$ cat config.mk
export PLATFORM = sky130hd
export DESIGN_NAME = rf_top
export DESIGN_NICKNAME = d
export VERILOG_FILES = /design/src/rtl/rf_pkg.sv /design/src/rtl/rf_wr_decode.sv /design/src/rtl/rf_storage.sv /design/src/rtl/rf_read_port.sv /design/src/rtl/rf_top.sv
export SDC_FILE = /design/constraint.sdc
export NUM_CORES = 2
export LEC_CHECK = 0
export BUFFER_PORTS_ARGS = -buffer_cell sky130_fd_sc_hd__buf_2
export CAP_MARGIN = 20
export CORE_MARGIN = 2
export CORE_UTILIZATION = 40
export DETAILED_ROUTE_END_ITERATION = 10
export PLACE_DENSITY_LB_ADDON = 0.25
export SYNTH_ARGS = -nofsm -noshare
export SYNTH_HDL_FRONTEND = slang
export SYNTH_SLANG_ARGS = --single-unit
$ cat constraint.sdc
create_clock -name clk_i -period 3.99 [get_ports clk_i]
set_clock_uncertainty 0.05 [all_clocks]
set_input_delay 0.5985 -clock clk_i [delete_from_list [all_inputs] [get_ports clk_i]]
set_output_delay 0.5985 -clock clk_i [all_outputs]
set_load 0.05 [all_outputs]
$ cat src/rtl/rf_pkg.sv
package rf_pkg;
  localparam int unsigned NUM_REGS = 32;
  localparam int unsigned DATA_W   = 32;
  localparam int unsigned SEL_W    = $clog2(NUM_REGS);
  localparam int unsigned SP_IDX   = 2;
  localparam logic [DATA_W-1:0] SP_INIT = 32'hFFFF_FFF0;

  typedef logic [SEL_W-1:0]  sel_t;
  typedef logic [DATA_W-1:0] word_t;
endpackage

$ cat src/rtl/rf_wr_decode.sv
module rf_wr_decode
  import rf_pkg::*;
#(
  parameter int unsigned N  = NUM_REGS,
  parameter int unsigned SW = SEL_W
) (
  input  logic          clk_i,
  input  logic          rst_ni,
  input  logic [SW-1:0] sel_i,
  input  logic          en_i,
  output logic [N-1:0]  wen_o
);
  assign wen_o[0] = 1'b0;  // slot 0 never written

  for (genvar i = 1; i < N; i++) begin : g_dec
    assign wen_o[i] = en_i && (sel_i == SW'(i));
  end


  onehot_wen_chk: assert property (@(posedge clk_i) disable iff (!rst_ni)
    $onehot0(wen_o));


  idle_wen_chk: assert property (@(posedge clk_i) disable iff (!rst_ni)
    !en_i |-> (wen_o == '0));
endmodule

$ cat src/rtl/rf_storage.sv
module rf_storage
  import rf_pkg::*;
#(
  parameter int unsigned N       = NUM_REGS,
  parameter int unsigned W       = DATA_W,
  parameter int unsigned SP      = SP_IDX,
  parameter logic [W-1:0] SP_VAL = SP_INIT
) (
  input  logic                clk_i,
  input  logic                rst_ni,
  input  logic [N-1:0]        wen_i,
  input  logic [W-1:0]        wdata_i,
  output logic [N-1:0][W-1:0] regs_o
);
  for (genvar i = 0; i < N; i++) begin : g_reg
    if (i == 0) begin : g_zero
      assign regs_o[i] = '0;
    end else begin : g_flop
      localparam logic [W-1:0] RST_VAL = (i == SP) ? SP_VAL : '0;
      logic [W-1:0] q;
      always_ff @(posedge clk_i or negedge rst_ni) begin
        if (!rst_ni)       q <= RST_VAL;
        else if (wen_i[i]) q <= wdata_i;
      end
      assign regs_o[i] = q;
    end
  end


  hold_no_wen_chk: assert property (@(posedge clk_i) disable iff (!rst_ni)
    (wen_i == '0) |=> $stable(regs_o));


  sp_reset_chk: assert property (@(posedge clk_i) disable iff (!rst_ni)
    $rose(rst_ni) |-> (regs_o[SP] == SP_VAL));
endmodule

$ cat src/rtl/rf_read_port.sv
module rf_read_port
  import rf_pkg::*;
#(
  parameter int unsigned N  = NUM_REGS,
  parameter int unsigned W  = DATA_W,
  parameter int unsigned SW = SEL_W
) (
  input  logic [N-1:0][W-1:0] regs_i,
  input  logic [SW-1:0]       sel_i,
  output logic [W-1:0]        rdata_o
);
  always_comb begin
    if (sel_i == '0) rdata_o = '0;  // zero forced here, not stored
    else             rdata_o = regs_i[sel_i];
  end
endmodule

$ cat src/rtl/rf_top.sv
module rf_top
  import rf_pkg::*;
#(
  parameter int unsigned N  = NUM_REGS,
  parameter int unsigned W  = DATA_W,
  parameter int unsigned SW = SEL_W
) (
  input  logic          clk_i,
  input  logic          rst_ni,
  input  logic [SW-1:0] rd_a_sel_i,
  input  logic [SW-1:0] rd_b_sel_i,
  input  logic [SW-1:0] wr_sel_i,
  input  logic [W-1:0]  wr_data_i,
  input  logic          wr_en_i,
  output logic [W-1:0]  rd_a_data_o,
  output logic [W-1:0]  rd_b_data_o
);
  logic [N-1:0]        wen;
  logic [N-1:0][W-1:0] regs;

  rf_wr_decode #(.N(N), .SW(SW)) u_dec (
    .clk_i  (clk_i),
    .rst_ni (rst_ni),
    .sel_i  (wr_sel_i),
    .en_i   (wr_en_i),
    .wen_o  (wen)
  );

  rf_storage #(.N(N), .W(W), .SP(SP_IDX), .SP_VAL(W'(SP_INIT))) u_store (
    .clk_i   (clk_i),
    .rst_ni  (rst_ni),
    .wen_i   (wen),
    .wdata_i (wr_data_i),
    .regs_o  (regs)
  );

  for (genvar p = 0; p < 2; p++) begin : g_rd
    logic [SW-1:0] sel;
    logic [W-1:0]  dat;
    assign sel = (p == 0) ? rd_a_sel_i : rd_b_sel_i;
    rf_read_port #(.N(N), .W(W), .SW(SW)) u_rd (
      .regs_i  (regs),
      .sel_i   (sel),
      .rdata_o (dat)
    );
  end
  assign rd_a_data_o = g_rd[0].dat;
  assign rd_b_data_o = g_rd[1].dat;


  zero_a_chk: assert property (@(posedge clk_i) disable iff (!rst_ni)
    (rd_a_sel_i == '0) |-> (rd_a_data_o == '0));


  zero_b_chk: assert property (@(posedge clk_i) disable iff (!rst_ni)
    (rd_b_sel_i == '0) |-> (rd_b_data_o == '0));


  same_sel_chk: assert property (@(posedge clk_i) disable iff (!rst_ni)
    (rd_a_sel_i == rd_b_sel_i) |-> (rd_a_data_o == rd_b_data_o));


  write_lands_chk: assert property (@(posedge clk_i) disable iff (!rst_ni)
    (wr_en_i && wr_sel_i != '0) |=>
      ((rd_a_sel_i != $past(wr_sel_i)) || (rd_a_data_o == $past(wr_data_i))));
endmodule

### After elaboration in Yosys (flattened, before gate mapping)

Index checks and enable logic that the tools add are counted.
Widths: inputs -> output; s select.

* mux-type cells: 6
* eq/ne operators: 31
* magnitude comparators: 2
* reduce and logical (&&, ||, !) cells: 33

Operators with widths (number)
* $bmux 32 s5: 2
* $mux 32: 4
* $eq 5x5->1 const B: 16
* $eq 5x4->1 const B: 8
* $logic_and 1x1->1: 31
* $eq 5x3->1 const B: 4
* $lt 5x6->1 const B: 2
* $eq 5x2->1 const B: 2
* $logic_not 5->1: 2
* $eq 5x1->1 const B: 1

* bits in registers: 992
* word-level logic and storage cells: 103

### Depth between registers and ports, before layout

* depth after elaboration: 3
* depth in mapped cells: 9

### Modules after synthesis

A second synthesis with hierarchy kept.

* cells, all modules: 3613
* area, all modules: 56460.4 um2

By module, submodules not included
* rf_storage: area each 39486.6 um2, cells an instance 2237, instances 1
* rf_read_port: area each 8368.0 um2, cells an instance 664, instances 2
* rf_wr_decode: area each 237.7 um2, cells an instance 48, instances 1

### Worst setup path before layout

OpenSTA, ideal clock, no wires.

* path type: input -> output
* start point: input rd_b_sel_i[2]
* end point: output rd_b_data_o[15]
* required time: 3.342 ns
* stages: 7
* slack: 0.781 ns
* data arrival time: 2.561 ns
* buffers on the path: 5
* cell sequence: buf_2 buf_2 buf_2 buf_2 nand2_1 clkbuf_1 o221ai_1

* longest elaborated chain between the ends: 3

Ends and longest elaborated chain
* start, declared: line rf_top.sv:11 `input logic [SW-1:0] rd_b_sel_i,`
* $bmux 32 s5: line rf_read_port.sv:14 `else rdata_o = regs_i[sel_i];`
* $mux 32 (implied by the code): line rf_read_port.sv:14
* $mux 32 *: line rf_read_port.sv:13 `if (sel_i == '0) rdata_o = '0;`
* end, declared: line rf_top.sv:16 `output logic [W-1:0] rd_b_data_o`

Every way passes the cells marked *; elsewhere a longest branch is shown, timed or not. The select of a mux whose other input is x is not followed.

### Worst setup path after layout

* start point: input rd_b_sel_i[1]
* end point: output rd_b_data_o[5]

The elaborated chain is that of the path after synthesis.

==> impl_metrics.yaml <==
floorplanning:
  die_h_um: 370
  die_area_um2: 137000
  die_width_um: 370
  rows: 134
  initial_utilization_pct: 40.2
  fp.coreArea_um2: 133000
  io_pins: 114
placement:
  io_buffers: 113
  gp_congestion: 0.796
  place_inst: 5438
  hpwlAfterDp_mm: 104
synth:
  syn_area_um2: 53600
  yosys.area.top_type_share_pct: 45.0
  syn_avg_cell_area_um2: 14.2
  yosys_most_used_dff: "dfrtp_1"
  synth.most_common_cell: "mux2_2"
  synth_top_cells_by_count: "mux2_2, dfrtp_1, mux4_2, mux2i_1, buf_2"
  synth_edf_count: 0
  yosysWarnings: 0
  yosysSeqAreaShare_pct: 46.4
  syn_inst: 3789
  synth_nets: 3839
  async_flop_share_pct: 100
  synth.largest_area_cell: "dfrtp_1"
  ys_top_cells_by_area: "dfrtp_1, mux2_2, mux4_2"
  synth-seq-cells: 992
  synth_cell_type_count: 35
cts:
  clkSlewWorstSetupHoldPaths_ps: 60
  cts_buffers: 110
  cts_root_buffer: "clkbuf_16"
  htreeDepth: 3
  cts_tree: "built"
  cts_buffer_depth: 3
  cts.sinks: 992
  clk_latency_ps: 750
  cts_setup_buffers: 0
setup_path:
  path_class: "input pin to output pin"
  endpoint_kind: "output pin"
  crit_arrival_ps: 3000
  required_ps: 3340
  crit_fanout: 33
  start_kind: "input pin"
timing:
  max_freq_ghz: 0.274
  maxSlewHeadroom_pct: 33.6
  post-route-period-util_pct: 91.4
  rsz0062_at_grt: "false"
  post-route-min-period_ps: 3650
  holdWs_ps: 393
  setup_violations: 0
  finalSetupTns_ps: 0
  worst_pin_slew_ps: 999
  finalHoldViolCount: 0
  maxSlewViolCount: 0
job:
  max_cap_viol_count: 0
grt:
  grt_overflow: 0
  grt_pass1_vias: 35600
  antenna_found_initial: 12
  grt_max_degree: 132
  grt_pass1_wl_mm: 251
  grt_usage_pct: 24.7
routing:
  postRouteAntennaNets: 0
  met2WireLength_mm: 79.5
  routedWlPerCell_um: 29.7
  wl_met3_mm: 9.91
  viasPerCell: 6.09
  drc_errors: 0
  drtIter0Drc: 2886
  drtPass1Iterations: 5
  routedLengthMet1_mm: 73.1
  via_count: 34400
  wirelength_mm: 168
  highest_layer: "met5"
finish:
  fillers: 11900
  fin_cells: 5648
  top_register: "u_store.g.g_flop.q"
  nets: 3833
  largestRegisters: "u_store.g.g_flop.q (992)"
  largest_reg_flops: 992
  drive_above_1_share_pct: 49.4
  area_growth_pct: 13.4
power:
  ir_drop_v: 0.000389
  powerDensity_nw_per_um2: 501
  p_leak_nw: 26.4
min_path:
  hold_class: "input pin to asynchronous set/reset pin"
status:
  status: "completed"
placed cells by master, fill, tap and decap left out, types with 13 or more instances in the layout:
cell,netlist,routed
nor2_1,80,68
mux4_2,365,365
o21ai_1,31,31
clkinv_2,0,13
clkbuf_8,0,25
a22oi_1,68,68
dfrtp_1,964,964
clkbuf_16,0,110
mux2i_1,258,258
a221oi_1,40,40
a21oi_1,48,48
a31oi_1,31,31
o21ai_0,41,41
dfstp_2,28,28
buf_4,17,118
nand4_1,13,13
mux2_1,54,54
mux2_2,1035,1035
nand2_1,146,135
nor3_1,40,39
buf_2,193,81
o211ai_1,31,31
buf_12,0,80
nor2b_1,49,43
clkbuf_1,169,45
o221ai_1,16,16
cell type report:
type | count | area (um2) | share of cell area, %
Antenna cell | 2 | 5.00 | 0.00823
Clock buffer | 180 | 3270 | 5.37
Clock inverter | 27 | 348 | 0.572
Multi-Input combinational cell | 2391 | 27100 | 44.6
Sequential cell | 992 | 24900 | 40.9
Tap cell | 1768 | 2210 | 3.64
Timing Repair Buffer | 288 | 3020 | 4.97
cells by family (layout without fill, tap and decap cells):
logic type,after synthesis,after routing,synth area share [%]
other,0,2,0
AND/OR/NAND/NOR,352,352,3.00
AO/OA/AOI/OAI,327,327,4.11
buffers and inverters,406,495,3.52
flip-flops,992,992,46.4
multiplexers,1712,1712,43.0
power breakdown:
part	internal [W]	switching [W]
registers	0.0121	0.00142
logic	0.00379	0.00294
clock network	0.00586	0.00439
through the flow:
stage               setup WS [ps]  util, %  total power [W]  instance area (um2)
floorplan                     781        -           0.0183                53600
global placement              348     42.9           0.0202                57200
detailed placement            311     42.9           0.0204                57200
CTS                           299     45.6           0.0307                60800
global route                  297     45.6           0.0319                60800
finish                        344     45.6           0.0305                60800
layer usage:
| metal | GRT usage [%] | vias to the layer above |
|---|---|---|
| met5 | 0 | - |
| met4 | 7.85 | 12 |
| met3 | 4.41 | 297 |
| met2 | 39.7 | 994 |
| met1 | 34.0 | 18700 |
| li1 | - | 14400 |
repair_timing:
| action | CTS | global route |
|---|---|---|
| hold buffers | 1 | 0 |
| hold endpoints to repair | 37 | 0 |
| gates resized for setup | 0 | 0 |
worst max-delay path, stage by stage:
cell	delay, ps
buf_8	310
buf_12	300
mux4_2	550
mux2i_1	180
nor2_1	90
a21oi_1	240
o221ai_1	390
buf_12	280
path summary, 6_finish.rpt:
| path | cells past startpoint | startpoint | end | slack [ps] |
|---|---|---|---|---|
| worst min register to register | 1 | u_store.g_reg[23].g_flop.q[9] | u_store.g_reg[23].g_flop.q[9] | 460 |
| worst max-delay path | 8 | rd_b_sel_i[1] | rd_b_data_o[5] | 340 |
| worst max register to register | 1 | u_store.g_reg[23].g_flop.q[5] | u_store.g_reg[23].g_flop.q[5] | 3110 |
| worst min-delay path | 2 | rst_ni | u_store.g_reg[31].g_flop.q[27] | 390 |
| max in group asynchronous | 3 | rst_ni | u_store.g_reg[3].g_flop.q[14] | 2180 |
| min in group clk_i | 2 | wr_data_i[30] | u_store.g_reg[2].g_flop.q[30] | 420 |
No activity file was read; power rests on OpenSTA's default activity.
